## src/rtl/slm_pkg.sv

```systemverilog
package slm_pkg;
  typedef enum logic [1:0] {
    OP_LOAD  = 2'd0,
    OP_STORE = 2'd1,
    OP_SWAP  = 2'd2,
    OP_LOAD2 = 2'd3
  } op_e;

  typedef enum logic [1:0] {
    H_IDLE  = 2'd0,
    H_ISSUE = 2'd1,
    H_WAIT  = 2'd2
  } hstate_e;
endpackage

```

## src/rtl/slm_rr_arbiter.sv

```systemverilog
module slm_rr_arbiter #(
  parameter int N = 2
) (
  input  logic         clk,
  input  logic         rst_n,
  input  logic [N-1:0] valid,
  output logic [N-1:0] grant
);
  localparam int IW = (N > 1) ? $clog2(N) : 1;

  logic [IW-1:0] last_q;
  logic [IW-1:0] pick;
  logic [IW-1:0] enc;
  logic          found;

  // search starts one past the last winner
  always_comb begin
    grant = '0;
    found = 1'b0;
    pick  = '0;
    for (int k = 1; k <= N; k++) begin
      pick = IW'((32'(last_q) + 32'(k)) % 32'(N));
      if (!found && valid[pick]) begin
        grant[pick] = 1'b1;
        found       = 1'b1;
      end
    end
  end

  always_comb begin
    enc = '0;
    for (int i = 0; i < N; i++) begin
      if (grant[i]) enc = IW'(i);
    end
  end

  always_ff @(posedge clk or negedge rst_n) begin
    if (!rst_n) begin
      last_q <= IW'(N - 1);
    end else if (|grant) begin
      last_q <= enc;
    end
  end

  assert_one_grant_R4: assert property (@(posedge clk) disable iff (!rst_n)
    $onehot0(grant));

  assert_grant_needs_valid_R4: assert property (@(posedge clk) disable iff (!rst_n)
    (grant & ~valid) == '0);

  // a waiting port means the previous winner cannot win again next cycle
  assert_no_repeat_while_waiting_R6: assert property (@(posedge clk) disable iff (!rst_n)
    (|(valid & ~grant)) |=> ((grant & $past(grant)) == '0));
endmodule

```

## src/rtl/slm_core.sv

```systemverilog
module slm_core
  import slm_pkg::*;
#(
  parameter int N      = 2,
  parameter int ADDR_W = 4,
  parameter int DATA_W = 16
) (
  input  logic                        clk,
  input  logic                        rst_n,
  input  logic [N-1:0]                grant,
  input  logic [N-1:0][1:0]           op,
  input  logic [N-1:0][ADDR_W-1:0]    addr,
  input  logic [N-1:0][DATA_W-1:0]    wdata,
  output logic [N-1:0]                rsp_valid,
  output logic [N-1:0][DATA_W-1:0]    rsp_data
);
  localparam int DEPTH = 1 << ADDR_W;

  logic [DATA_W-1:0] mem_q [DEPTH];
  logic [1:0]        sel_op;
  logic [ADDR_W-1:0] sel_addr;
  logic [DATA_W-1:0] sel_wd;
  logic [DATA_W-1:0] old_word;
  logic              do_write;

  // OR-mux of the single granted request
  always_comb begin
    sel_op   = '0;
    sel_addr = '0;
    sel_wd   = '0;
    for (int i = 0; i < N; i++) begin
      if (grant[i]) begin
        sel_op   = sel_op | op[i];
        sel_addr = sel_addr | addr[i];
        sel_wd   = sel_wd | wdata[i];
      end
    end
    old_word = mem_q[sel_addr];
    do_write = (|grant) && (sel_op == OP_STORE || sel_op == OP_SWAP);
  end

  always_ff @(posedge clk or negedge rst_n) begin
    if (!rst_n) begin
      for (int w = 0; w < DEPTH; w++) mem_q[w] <= '0;
      rsp_valid <= '0;
      rsp_data  <= '0;
    end else begin
      rsp_valid <= grant;
      if (do_write) mem_q[sel_addr] <= sel_wd;
      for (int i = 0; i < N; i++) begin
        if (grant[i]) rsp_data[i] <= old_word;
      end
    end
  end

  assert_rsp_follows_grant_R5: assert property (@(posedge clk) disable iff (!rst_n)
    1'b1 |=> (rsp_valid == $past(grant)));
endmodule

```

## src/rtl/slm_lock_helper.sv

```systemverilog
module slm_lock_helper
  import slm_pkg::*;
#(
  parameter int ADDR_W = 4,
  parameter int DATA_W = 16
) (
  input  logic              clk,
  input  logic              rst_n,
  input  logic              start,
  input  logic [ADDR_W-1:0] lock_addr,
  input  logic              gnt,
  input  logic              rsp_valid,
  input  logic [DATA_W-1:0] rsp_data,
  output logic              h_valid,
  output logic [ADDR_W-1:0] h_addr,
  output logic              busy,
  output logic              done
);
  hstate_e           state_q;
  logic [ADDR_W-1:0] addr_q;

  always_ff @(posedge clk or negedge rst_n) begin
    if (!rst_n) begin
      state_q <= H_IDLE;
      addr_q  <= '0;
    end else begin
      case (state_q)
        H_IDLE: if (start) begin
          state_q <= H_ISSUE;
          addr_q  <= lock_addr;
        end
        H_ISSUE: if (gnt) state_q <= H_WAIT;
        H_WAIT: if (rsp_valid) state_q <= (rsp_data == '0) ? H_IDLE : H_ISSUE;
        default: state_q <= H_IDLE;
      endcase
    end
  end

  assign h_valid = (state_q == H_ISSUE);
  assign h_addr  = addr_q;
  assign busy    = (state_q != H_IDLE);
  assign done    = (state_q == H_WAIT) && rsp_valid && (rsp_data == '0);

  // the helper keeps asking until it is served
  assert_helper_holds_request_R7: assert property (@(posedge clk) disable iff (!rst_n)
    (h_valid && !gnt) |=> h_valid);

  assert_done_only_when_busy_R7: assert property (@(posedge clk) disable iff (!rst_n)
    done |=> !busy);
endmodule

```

## src/rtl/swap_lock_mem.sv

```systemverilog
module swap_lock_mem
  import slm_pkg::*;
#(
  parameter int NPORTS = 2,
  parameter int ADDR_W = 4,
  parameter int DATA_W = 16
) (
  input  logic                          clk,
  input  logic                          rst_n,
  input  logic [NPORTS-1:0]             req_valid,
  output logic [NPORTS-1:0]             req_ready,
  input  logic [NPORTS-1:0][1:0]        req_op,
  input  logic [NPORTS-1:0][ADDR_W-1:0] req_addr,
  input  logic [NPORTS-1:0][DATA_W-1:0] req_wdata,
  output logic [NPORTS-1:0]             rsp_valid,
  output logic [NPORTS-1:0][DATA_W-1:0] rsp_data,
  input  logic [NPORTS-1:0]             acq_start,
  input  logic [NPORTS-1:0][ADDR_W-1:0] acq_addr,
  output logic [NPORTS-1:0]             acq_busy,
  output logic [NPORTS-1:0]             acq_done
);
  logic [NPORTS-1:0]             eff_valid;
  logic [NPORTS-1:0][1:0]        eff_op;
  logic [NPORTS-1:0][ADDR_W-1:0] eff_addr;
  logic [NPORTS-1:0][DATA_W-1:0] eff_wd;
  logic [NPORTS-1:0]             grant;
  logic [NPORTS-1:0]             h_valid;
  logic [NPORTS-1:0][ADDR_W-1:0] h_addr;

  for (genvar p = 0; p < NPORTS; p++) begin : g_port
    slm_lock_helper #(
      .ADDR_W (ADDR_W),
      .DATA_W (DATA_W)
    ) helper_i (
      .clk       (clk),
      .rst_n     (rst_n),
      .start     (acq_start[p]),
      .lock_addr (acq_addr[p]),
      .gnt       (grant[p]),
      .rsp_valid (rsp_valid[p]),
      .rsp_data  (rsp_data[p]),
      .h_valid   (h_valid[p]),
      .h_addr    (h_addr[p]),
      .busy      (acq_busy[p]),
      .done      (acq_done[p])
    );

    // helper owns the port while it spins
    assign eff_valid[p] = acq_busy[p] ? h_valid[p] : req_valid[p];
    assign eff_op[p]    = acq_busy[p] ? OP_SWAP : req_op[p];
    assign eff_addr[p]  = acq_busy[p] ? h_addr[p] : req_addr[p];
    assign eff_wd[p]    = acq_busy[p] ? DATA_W'(1) : req_wdata[p];
    assign req_ready[p] = grant[p] & ~acq_busy[p];

    assert_hold_until_ready_R4: assert property (@(posedge clk) disable iff (!rst_n)
      (req_valid[p] && !req_ready[p] && !acq_busy[p]) |=> req_valid[p]);
  end

  slm_rr_arbiter #(
    .N (NPORTS)
  ) arb_i (
    .clk   (clk),
    .rst_n (rst_n),
    .valid (eff_valid),
    .grant (grant)
  );

  slm_core #(
    .N      (NPORTS),
    .ADDR_W (ADDR_W),
    .DATA_W (DATA_W)
  ) core_i (
    .clk       (clk),
    .rst_n     (rst_n),
    .grant     (grant),
    .op        (eff_op),
    .addr      (eff_addr),
    .wdata     (eff_wd),
    .rsp_valid (rsp_valid),
    .rsp_data  (rsp_data)
  );
endmodule

```

## config.mk

```make
export PLATFORM = sky130hd
export DESIGN_NAME = swap_lock_mem
export DESIGN_NICKNAME = d
export VERILOG_FILES = /design/src/rtl/slm_pkg.sv /design/src/rtl/slm_rr_arbiter.sv /design/src/rtl/slm_core.sv /design/src/rtl/slm_lock_helper.sv /design/src/rtl/swap_lock_mem.sv
export SDC_FILE = /design/constraint.sdc
export NUM_CORES = 1
export LEC_CHECK = 0
export BUFFER_PORTS_ARGS = -buffer_cell sky130_fd_sc_hd__clkbuf_2
export CAP_MARGIN = 30
export CORE_MARGIN = 2
export CORE_UTILIZATION = 40
export DETAILED_ROUTE_END_ITERATION = 10
export GPL_TIMING_DRIVEN = 0
export PLACE_DENSITY_LB_ADDON = 0.15
export SETUP_SLACK_MARGIN = 0.3
export SYNTH_ARGS = -nofsm -noshare
export SYNTH_HDL_FRONTEND = slang
export SYNTH_SLANG_ARGS = --single-unit
```

## constraint.sdc

```tcl
create_clock -name clk -period 3.4 [get_ports clk]
set_input_delay 0.85 -clock clk [delete_from_list [all_inputs] [get_ports clk]]
set_output_delay 0.85 -clock clk [all_outputs]
set_load 0.01 [all_outputs]
```

==> key figures, run 1 <==
Critical path
  – Reg2reg path depth: 10
  – Slowest cell on crit path: a221o_2
  – Worst Path Required: 3.80 ns
  – Crit path from: g_port[0].helper_i.state_q[0]$_DFFE_PN0P_
  – Critical-path maximum fanout: 10
  – Worst EP arrival: 3.48 ns
  – WP depth: 10
  – Critical path class: register to register
  – Critical path, cell by cell: buf_2 > or3b_1 > a221o_2 > and2_1 > clkbuf_4 > clkbuf_2 > a211oi_1 > a211oi_2 > nand3_1 > nand3_1
  – Largest delay share family, worst path: compound AO/OA/AOI/OAI gates
  – CP max stage delay: 0.45 ns
  – Crit path launch type: register
  – Worst setup EP type: register
  – FF-to-FF Start: g_port[0].helper_i.state_q[0]$_DFFE_PN0P_
  – Cell mode on critical path: nand3_1
  – Worst Path Buf+Inv: 3

Detailed routing
  – 1st-iter DRT viols: 1,304
  – Antenna Nets Post-Route: 0
  – Max Used Layer: met4
  – Met2 WL post-DR: 22,000 um
  – DRT Pass-1 Iters: 5
  – Drt via density: 5.75
  – Met3 WL: 4240 um
  – Drc violations: 0
  – Average wire per standard cell: 23.8 um
  – Via count: 12.3k
  – Final WL: 50,800 um
  – WL met1: 22,700 um

Floorplan
  – Effective utilization at floorplan: 40.6%
  – Core ar.: 0.0345 mm2
  – Die Span X: 191 um
  – Row cnt: 68
  – Full die area: 0.0366 mm2
  – Die extent in y: 191 um
  – # IOs: 98

Global route
  – First-pass GRT wire length: 75,400 um
  – Initial antenna violation count: 0
  – GR Util All Layers: 28.0%
  – Largest net degree at the start of global routing: 109
  – GRT overflow: 0
  – Vias in the first global route: 11.8k

Finish
  – Filler cells: 3,335
  – Final core utilization: 48.6%
  – Non-Filler Instances: 2,131
  – Fin nets: 1,708
  – Area grow syn2layout: 19.7%
  – Layout cell share with drive strength beyond 1: 20.5%
  – # diodes: 0

Place
  – Post-DP HPWL: 37,200 um
  – Gpl congestion: 0.921
  – Placed Cells: 2,057
  – Input/output buffers: 97

Timing
  – Clock Skew: 0.0252 ns
  – RSZ-0062 raised after global routing: true
  – Final Hold Violating Endpoints: 0
  – Period Utilization, post-route: 90.5%
  – Max Fclk: 0.325 GHz
  – Slew Viols, Final: 0
  – Max-slew headroom: 29.5%
  – Fin crit period: 3.08 ns
  – Final setup fails: 0
  – Slew @ Worst Pin: 1.06 ns

Clock tree
  – Clock Path Buffers: 3
  – H-tree depth: 2
  – Hold Buf Count CTS: 0
  – CTS Buf Count: 35
  – CTS tree: done
  – Clk_lat worst skew: 0.53 ns
  – Root Driver: clkbuf_16
  – Clk sinks: 303
  – Clock slew seen by the registers of the worst setup and hold paths: 0.06 ns

Pwr
  – P per Cell Area: 1210 mW/mm2
  – Sw frac: 47.9%
  – Sw power: 9.74 mW
  – Clk pwr share: 18.5%
  – Total power: 20.3 mW
  – Reg power frac: 29.2%
  – Total leakage power: 7.37 nW
  – Internal power: 10.6 mW
  – Max IR drop VDD: 0.575 mV
  – Logic pwr share: 52.3%

Synth
  – Cells after Synth: 1,494
  – Mapped Avg Cell Area: 9.39 um2
  – Top_reg_cell synth: dfrtp_1
  – Post-synth EDFFs: 0
  – Async SR Flop Fraction: 100%
  – Ys Warns: 0
  – Sequential area share after synthesis: 54.1%
  – Synthesis-stage register bit count: 303
  – Netlist cell types: 59
  – Post-synth net total: 1,552
  – Synthesized area: 0.0140 mm2

Min path
  – Hold Crit Class: input pin to async pin

Run status
  – Status: complete, no violations

Run
  – Number of max-cap violations: 0
[path summary, 6_finish.rpt]
check	to	slack [ns]
min	core_i.mem_q[91]$_DFFE_PN0P_	0.39
min in group clk	core_i.mem_q[59]$_DFFE_PN0P_	0.48
min reg2reg	core_i.mem_q[59]$_DFFE_PN0P_	0.48
max in group asynchronous	core_i.mem_q[161]$_DFFE_PN0P_	1.48
max reg2reg	core_i.rsp_data[12]$_DFFE_PN0P_	0.32
max	core_i.rsp_data[12]$_DFFE_PN0P_	0.32
[through the flow]
| step | worst slack (ns) | cell area, um2 | setup TNS [ns] | hold WS (ns) |
|---|---|---|---|---|
| final | 0.324 | 16800 | 0 | 0.391 |
| after global routing | 0.225 | 16800 | 0 | 0.466 |
| after global placement | -5.19 | 15100 | -1605.06 | 0.461 |
| after floorplan | 0.528 | 14000 | 0 | 0.444 |
| after CTS | 0.220 | 16600 | 0 | 0.439 |
| after detailed placement | -0.406 | 15200 | -28.48 | 0.470 |
[what timing repair did]
action / in CTS / in global routing
hold endpoints to repair: 0 / 0
resized for setup: 35 / 91
setup buffers: 4 / 6
setup endpoints to repair: 116 / 207
pin swaps: 3 / 7
[power by group through the flow]
| stage | logic [mW] | clock network, mW | registers, mW |
|---|---|---|---|
| finish | 10.7 | 3.76 | 5.94 |
| CTS | 10.1 | 3.81 | 5.89 |
| global placement | 9.58 | 0 | 5.87 |
| global route | 11.4 | 3.96 | 6.08 |
| floorplan | 6.09 | 0 | 5.70 |
| detailed placement | 9.82 | 0 | 5.90 |
[sequential cells by signal, summed over array words and instances (netlist names)]
name                     flops
core_i.rsp_data             32
g_port.helper_i.h_addr       8
g_port.helper_i.state_q      4
core_i.rsp_valid             2
arb_i.last_q                 1
core_i.mem_q               256
[placed cells by master (no fill, tap or decap), drive strengths merged, types with 16 or more instances in the layout]
master,count
mux2i,35
a21oi,94
a211oi,50
mux2,23
nor4,16
dfrtp,302
clkbuf,224
o21ai,159
nand3,75
nor2,108
a31oi,17
buf,77
nand2,323
o2111ai,30
a21boi,30
[logic make-up after synthesis]
kind of cell / count (synthesis) / share of synthesized area [%]
AO/OA/AOI/OAI: 434 / 19.5
XOR/XNOR: 2 / 0.259
buffers and inverters: 139 / 4.54
flip-flops: 303 / 54.1
multiplexers: 58 / 4.34
AND/OR/NAND/NOR: 558 / 17.3
[final cells by class]
type                            instances  area [um2]  area share [%]
Buffer                                130         662            3.94
Clock buffer                           52        1010            6.02
Clock inverter                         11         126           0.753
Inverter                                9        33.8           0.201
Multi-Input combinational cell       1052        6080            36.2
Sequential cell                       303        7580            45.2
Tap cell                              455         569            3.39
Timing Repair Buffer                  119         726            4.32
[cell usage after synthesis, drive strengths merged, types with 2 or more instances]
master / number / area share [%]
a21oi: 94 / 3.4
nand3: 75 / 2.7
o2111ai: 30 / 1.9
a211oi: 50 / 2.8
a221oi: 2 / 0.12
o21bai: 2 / 0.27
and2: 5 / 0.22
dfrtp: 302 / 54
a22oi: 15 / 0.80
nand2b: 5 / 0.24
nand4: 10 / 0.45
or2: 3 / 0.13
o21ba: 2 / 0.14
mux2: 23 / 1.8
or4: 2 / 0.11
nor4: 16 / 1.2
nor3: 2 / 0.071
o22ai: 4 / 0.18
a31oi: 17 / 0.76
a21boi: 30 / 1.6
or3b: 6 / 0.37
nor2b: 2 / 0.089
o21ai: 159 / 5.7
a32oi: 15 / 0.94
inv: 9 / 0.24
nand2: 323 / 8.7
mux2i: 35 / 2.5
o32ai: 2 / 0.12
clkbuf: 79 / 2.1
buf: 51 / 2.2
a221o: 6 / 0.43
nor2: 108 / 2.9
a211o: 2 / 0.12
[routing by layer]
metal / GRT usage [%] / up-vias
met5: 0 / -
met4: 9.73 / 0
met3: 4.83 / 81
met2: 42.2 / 521
met1: 40.7 / 6083
li1: - / 5577
(Power assumes the default switching activity.)
==> run 2: changes to the inputs <==
Settings changed: REMOVE_ABC_BUFFERS set to 1.
==> run 2 against run 1 <==
Compared with the run above:
- wire length fell by 17%
- hold slack got worse by 0.023 ns
- critical path depth fell by 2
- clock-buffer cell count did not move
- worst setup slack improved by 0.035 ns
- via count fell by 6.7%
- non-clock buffer count fell by 56
- final cell count fell by 2.6%
==> key figures, run 2 (synthesis gave the netlist of run 1 again) <==
Critical path
  – Worst EP arrival: 3.50 ns (+0.02 ns)
  – Worst Path Required: 3.86 ns (+0.06 ns)
  – Worst setup EP type: register
  – Critical-path maximum fanout: 18 (+8)
  – Critical path class: register to register
  – Crit path launch type: register

Floorplan
  – Core ar.: 0.0345 mm2 (unchanged)
  – Row cnt: 68 (unchanged)
  – Full die area: 0.0366 mm2 (unchanged)
  – Die Span X: 191 um (unchanged)
  – Effective utilization at floorplan: 40.6% (unchanged)
  – # IOs: 98 (unchanged)
  – Die extent in y: 191 um (unchanged)

Clock tree
  – Hold Buf Count CTS: 0 (unchanged)
  – CTS tree: done
  – Clk sinks: 303 (unchanged)
  – Clock Path Buffers: 3 (unchanged)
  – Clock slew seen by the registers of the worst setup and hold paths: 0.06 ns (about the same)
  – H-tree depth: 2 (unchanged)
  – Clk_lat worst skew: 0.52 ns (about the same)
  – Root Driver: clkbuf_16
  – CTS Buf Count: 36 (+2.9%)

Global route
  – First-pass GRT wire length: 65,300 um (-13%)
  – Initial antenna violation count: 0 (unchanged)
  – Vias in the first global route: 10.9k (-7.5%)
  – GR Util All Layers: 23.4% (-4.6 points)
  – GRT overflow: 0 (unchanged)
  – Largest net degree at the start of global routing: 91 (-17%)

Finish
  – Finished Cell Area: 0.0170 mm2 (+1.5%)
  – Largest Register: core_i.mem_q
  – Most common cell after layout, fill and taps aside: nand2_1
  – Area grow syn2layout: 21.5%
  – Commonest cells after routing, fill and taps aside: nand2_1 (320), dfrtp_1 (298), o21ai_0 (130), nor2_1 (101), clkbuf_2 (97)
  – Filler cells: 3,311 (-0.72%)
  – Fin nets: 1,654 (-3.2%)
  – Max reg flops: 256 (unchanged)
  – Non-Filler Instances: 2,075 (-2.6%)
  – # diodes: 0 (unchanged)
  – Layout cell share with drive strength beyond 1: 20.1% (-0.40 points)

Place
  – Placed Cells: 1,971 (-4.2%)
  – Input/output buffers: 97 (unchanged)
  – Gpl congestion: 0.838 (-9.0%)
  – Post-DP HPWL: 28,300 um (-24%)
  – Place WS: -1.02 ns (-0.612 ns)
  – Placed instance area: 0.0154 mm2 (+0.96%)

Timing
  – Final setup fails: 0 (unchanged)
  – Max Fclk: 0.329 GHz (+1.1%)
  – Fin crit period: 3.04 ns (-0.0349 ns)
  – Final Hold Violating Endpoints: 0 (unchanged)
  – Slew Viols, Final: 0 (unchanged)
  – Clock Skew: 0.0177 ns (-0.00755 ns)
  – Period Utilization, post-route: 89.4% (-1.0 points)
  – Max-slew headroom: 39.1% (+9.6 points)
  – RSZ-0062 raised after global routing: true
  – PnR worst setup slack: 0.359 ns (+0.0349 ns)
  – Slew @ Worst Pin: 0.913 ns (-0.145 ns)

Run
  – Number of max-cap violations: 0 (unchanged)

Pwr
  – Max IR drop VDD: 0.761 mV (+32%)
  – Total leakage power: 7.47 nW (+1.4%)
  – P per Cell Area: 1170 mW/mm2 (-3.8%)

Detailed routing
  – Drt via density: 5.51 (-4.2%)
  – Final WL: 42,100 um (-17%)
  – Average wire per standard cell: 20.3 um (-15%)
  – 1st-iter DRT viols: 799 (-39%)
  – Drc violations: 0 (unchanged)
  – Antenna Nets Post-Route: 0 (unchanged)
  – DRT Pass-1 Iters: 6 (+1)
  – Via count: 11.4k (-6.7%)

Min path
  – Hold Crit Class: input pin to async pin

Run status
  – Status: complete, no violations
-- run 2: report_power, final --
part	switching [mW]	leakage [nW]	internal, mW	total, mW
combinational	6.41	3.00	3.69	10.1
clock	1.51	0.574	2.30	3.81
sequential	0.942	3.90	5.02	5.96
total	8.86	7.47	11.0	19.9
-- run 2: cell type report --
| type | count | area [um2] | area share [%] |
|---|---|---|---|
| Sequential cell | 303 | 7590 | 44.5 |
| Multi-Input combinational cell | 1053 | 6010 | 35.3 |
| Timing Repair Buffer | 193 | 1680 | 9.86 |
| Clock buffer | 52 | 1050 | 6.18 |
| Tap cell | 455 | 569 | 3.34 |
| Clock inverter | 10 | 109 | 0.639 |
| Inverter | 9 | 33.8 | 0.198 |
-- run 2: worst max-delay path: stages (launching register included) --
cell and delay (ns):
dfrtp_2 0.49, or3b_1 0.40, a221o_1 0.41, nand2_4 0.31
nor2_1 0.24, buf_4 0.25, a211o_1 0.33, nor4_1 0.37
a221o_1 0.17
-- run 2: metal layers --
metal / vias to the layer above / share of wire (%) / GRT usage [%]
met5: - / 0 / 0
met4: 0 / 3.1 / 7.43
met3: 86 / 6.9 / 3.84
met2: 358 / 43 / 34.9
met1: 5518 / 47 / 34.7
li1: 5479 / - / -
-- run 2: timing repair --
| item | CTS | global route |
|---|---|---|
| pin swaps | 16 | 3 |
| gates cloned | 1 | 1 |
| setup endpoints to repair | 291 | 45 |
| hold endpoints to repair | 0 | 0 |
| resized for setup | 22 | 9 |
| buffers inserted | 35 | 5 |
-- run 2: worst paths after layout --
| kind | slack, ns | to | cells after the start | startpoint |
|---|---|---|---|---|
| min in group clk | 0.48 | core_i.mem_q[197]$_DFFE_PN0P_ | 2 | core_i.mem_q[197]$_DFFE_PN0P_ |
| hold reg to reg | 0.48 | core_i.mem_q[197]$_DFFE_PN0P_ | 2 | core_i.mem_q[197]$_DFFE_PN0P_ |
| hold / removal | 0.37 | core_i.mem_q[24]$_DFFE_PN0P_ | 1 | rst_n |
| setup reg to reg | 0.36 | core_i.rsp_data[2]$_DFFE_PN0P_ | 8 | g_port[1].helper_i.state_q[0]$_DFFE_PN0P_ |
| max in group asynchronous | 1.76 | core_i.mem_q[39]$_DFFE_PN0P_ | 3 | rst_n |
| setup / recovery | 0.36 | core_i.rsp_data[2]$_DFFE_PN0P_ | 8 | g_port[1].helper_i.state_q[0]$_DFFE_PN0P_ |
-- run 2: stage by stage --
step                      TNS (ns)  util (%)  hold WS, ns  total power, mW
after floorplan            -299.64         -        0.444             11.3
after global placement    -2719.03      41.9        0.457             14.5
after detailed placement   -175.93      44.5        0.469             15.4
after CTS                        0      49.0        0.413             19.7
after global routing             0      49.3        0.429             21.2
final                            0      49.3        0.367             19.9
==> run 3: changes to the inputs <==
Settings changed: CORE_UTILIZATION 40 to 60, PLACE_DENSITY set to 0.79, PLACE_DENSITY_LB_ADDON 0.15 to unset.
Clock period 3.4 ns to 3.8 ns, I/O delays scaled along.
==> run 3 against run 2 <==
Compared with the run above:
- sequential power fell by 11%
- register-to-register slack barely moved
- design area fell by 3.6%
- sequential share of layout area rose by 1.7 points
- first-iteration DRC count rose by 71%
- wire length fell by 6.5%
- largest cell class unchanged
- hold slack improved by 0.026 ns
- critical endpoint unchanged
- via count rose by 4.8%
- clock-buffer cell count fell by 5
- final cell count fell by 7.7%
==> key figures, run 3 (synthesis gave the netlist of run 1 again) <==
Critical path
  – FF-to-FF Start: g_port[0].helper_i.state_q[0]$_DFFE_PN0P_
  – Crit path launch type: register
  – Worst Path Required: 4.32 ns (+0.46 ns)
  – Critical path class: register to register
  – Slowest cell on crit path: a221oi_1
  – CP max stage delay: 0.55 ns (+0.06 ns)
  – Worst EP arrival: 3.97 ns (+0.47 ns)
  – Critical-path maximum fanout: 12 (-6)
  – Crit path from: g_port[0].helper_i.state_q[0]$_DFFE_PN0P_
  – Worst Path Buf+Inv: 1 (unchanged)
  – Critical path, cell by cell: or3b_2 > a221oi_1 > or2_1 > nor2_1 > buf_4 > a211o_1 > nor4_1 > a221o_1
  – Largest delay share family, worst path: simple AND/OR/NAND/NOR gates
  – Worst setup EP type: register

Timing
  – Final setup TNS: 0 ns (unchanged)
  – Final Hold Violating Endpoints: 0 (unchanged)
  – Clock Skew: 0.0142 ns (-0.00351 ns)
  – Max-slew headroom: 22.4% (-17 points)
  – Slew @ Worst Pin: 1.16 ns (+0.252 ns)
  – Fin crit period: 3.45 ns (+0.408 ns)
  – Period Utilization, post-route: 90.8% (+1.3 points)
  – Slew Viols, Final: 0 (unchanged)
  – PnR worst setup slack: 0.351 ns (-0.00809 ns)
  – Max Fclk: 0.290 GHz (-12%)
  – Final setup fails: 0 (unchanged)
  – RSZ-0062 raised after global routing: false
  – Worst hold slack: 0.394 ns (+0.0264 ns)

Pwr
  – Internal power: 9.16 mW (-17%)
  – Sw power: 7.72 mW (-13%)
  – Reg power frac: 31.6% (+1.6 points)
  – Total power: 16.9 mW (-15%)
  – Sw frac: 45.7% (+1.1 points)
  – Total leakage power: 7.28 nW (-2.7%)
  – P per Cell Area: 1030 mW/mm2 (-12%)
  – Clk pwr share: 17.1% (-2.1 points)
  – Max IR drop VDD: 0.673 mV (-12%)
  – Logic pwr share: 51.3% (+0.5 points)

Clock tree
  – Hold Buf Count CTS: 0 (unchanged)
  – CTS tree: done
  – Clock slew seen by the registers of the worst setup and hold paths: 0.06 ns (about the same)
  – CTS Buf Count: 31 (-14%)
  – Root Driver: clkbuf_16
  – Clk_lat worst skew: 0.58 ns (+0.06 ns)
  – Clk sinks: 303 (unchanged)
  – H-tree depth: 1 (-1)
  – Clock Path Buffers: 3 (unchanged)

Floorplan
  – Full die area: 0.0246 mm2 (-33%)
  – Core ar.: 0.0228 mm2 (-34%)
  – Die Span X: 157 um (-18%)
  – # IOs: 98 (unchanged)
  – Effective utilization at floorplan: 61.6% (+21 points)
  – Row cnt: 55 (-19%)
  – Die extent in y: 157 um (-18%)

Run
  – Number of max-cap violations: 0 (unchanged)

Global route
  – GR Util All Layers: 32.0% (+8.6 points)
  – First-pass GRT wire length: 61,000 um (-6.5%)
  – Vias in the first global route: 11.3k (+3.4%)
  – Largest net degree at the start of global routing: 116 (+27%)
  – Initial antenna violation count: 0 (unchanged)
  – GRT overflow: 0 (unchanged)

Finish
  – Largest Register: core_i.mem_q
  – Fin nets: 1,639 (-0.91%)
  – # diodes: 0 (unchanged)
  – Commonest cells after routing, fill and taps aside: nand2_1 (320), dfrtp_1 (298), o21ai_0 (130), nor2_1 (101), clkbuf_2 (97)
  – Layout cell share with drive strength beyond 1: 18.7% (-1.5 points)
  – Area grow syn2layout: 17.1%
  – Filler cells: 1,559 (-53%)
  – Most common cell after layout, fill and taps aside: nand2_1
  – Final core utilization: 72.1% (+23 points)
  – Max reg flops: 256 (unchanged)

Detailed routing
  – Drc violations: 0 (unchanged)
  – Met2 WL post-DR: 17,800 um (-2.5%)
  – Max Used Layer: met4
  – DRT Pass-1 Iters: 5 (-1)
  – Via count: 12.0k (+4.8%)
  – Drt via density: 6.26 (+14%)
  – Met3 WL: 3860 um (+34%)
  – WL met1: 16,100 um (-18%)
  – Average wire per standard cell: 20.5 um (+1.3%)
  – 1st-iter DRT viols: 1,370 (+71%)
  – Antenna Nets Post-Route: 0 (unchanged)
  – Final WL: 39,300 um (-6.5%)

Place
  – Post-DP HPWL: 25,300 um (-11%)
  – Input/output buffers: 97 (unchanged)
  – Gpl congestion: 0.872 (+4.1%)
  – Place WS: -0.749 ns (+0.269 ns)

Min path
  – Hold Crit Class: input pin to async pin

Run status
  – Status: complete, no violations
run 3: stage by stage:
| stage | std cells | area, um2 |
|---|---|---|
| 3_5_place_dp | 1814 | 15000 |
| 6_report | 1915 | 16400 |
| 3_3_place_gp | 1774 | 14300 |
| 4_1_cts | 1903 | 16300 |
| 2_1_floorplan | 1364 | 13400 |
| 5_1_grt | 1915 | 16400 |
run 3: cell type report:
class	count	area (um2)	share of cell area [%]
Multi-Input combinational cell	1052	5940	36.1
Timing Repair Buffer	184	1520	9.24
Sequential cell	303	7590	46.2
Clock inverter	7	55.1	0.335
Clock buffer	47	906	5.51
Tap cell	313	392	2.38
Inverter	9	33.8	0.206
run 3: repair_timing:
| item | in CTS | in global routing |
|---|---|---|
| resized for setup | 6 | 13 |
| pin swaps | 8 | 3 |
| setup endpoints to repair | 262 | 72 |
| buffers inserted | 35 | 6 |
run 3: worst register-to-register path: stages (launching register included):
cell      delay [ns]
dfrtp_2         0.49
or3b_2          0.48
a221oi_1        0.55
or2_1           0.49
nor2_1          0.27
buf_4           0.28
a211o_1         0.33
nor4_1          0.35
a221o_1         0.16
run 3: routing by layer:
metal	track usage (%)	vias up
met5	0	-
met4	13.3	0
met3	6.06	127
met2	49.2	614
met1	45.3	5824
li1	-	5426
run 3: worst paths after layout:
path | end | slack (ns) | cells past startpoint
max | core_i.rsp_data[2]$_DFFE_PN0P_ | 0.35 | 8
min | core_i.mem_q[124]$_DFFE_PN0P_ | 0.39 | 1
max reg2reg | core_i.rsp_data[2]$_DFFE_PN0P_ | 0.35 | 8
min reg2reg | core_i.mem_q[110]$_DFFE_PN0P_ | 0.48 | 2
max in group asynchronous | core_i.mem_q[146]$_DFFE_PN0P_ | 1.93 | 3
min in group clk | core_i.mem_q[110]$_DFFE_PN0P_ | 0.48 | 2
run 3: power groups by stage:
stage          registers, mW  logic (mW)  clock network, mW
2_1_floorplan           5.15        4.95                  0
3_3_place_gp            5.26        7.13                  0
3_5_place_dp            5.32        8.02                  0
4_1_cts                 5.28        8.23               2.91
5_1_grt                 5.46        9.35               3.04
6_report                5.33        8.66               2.88
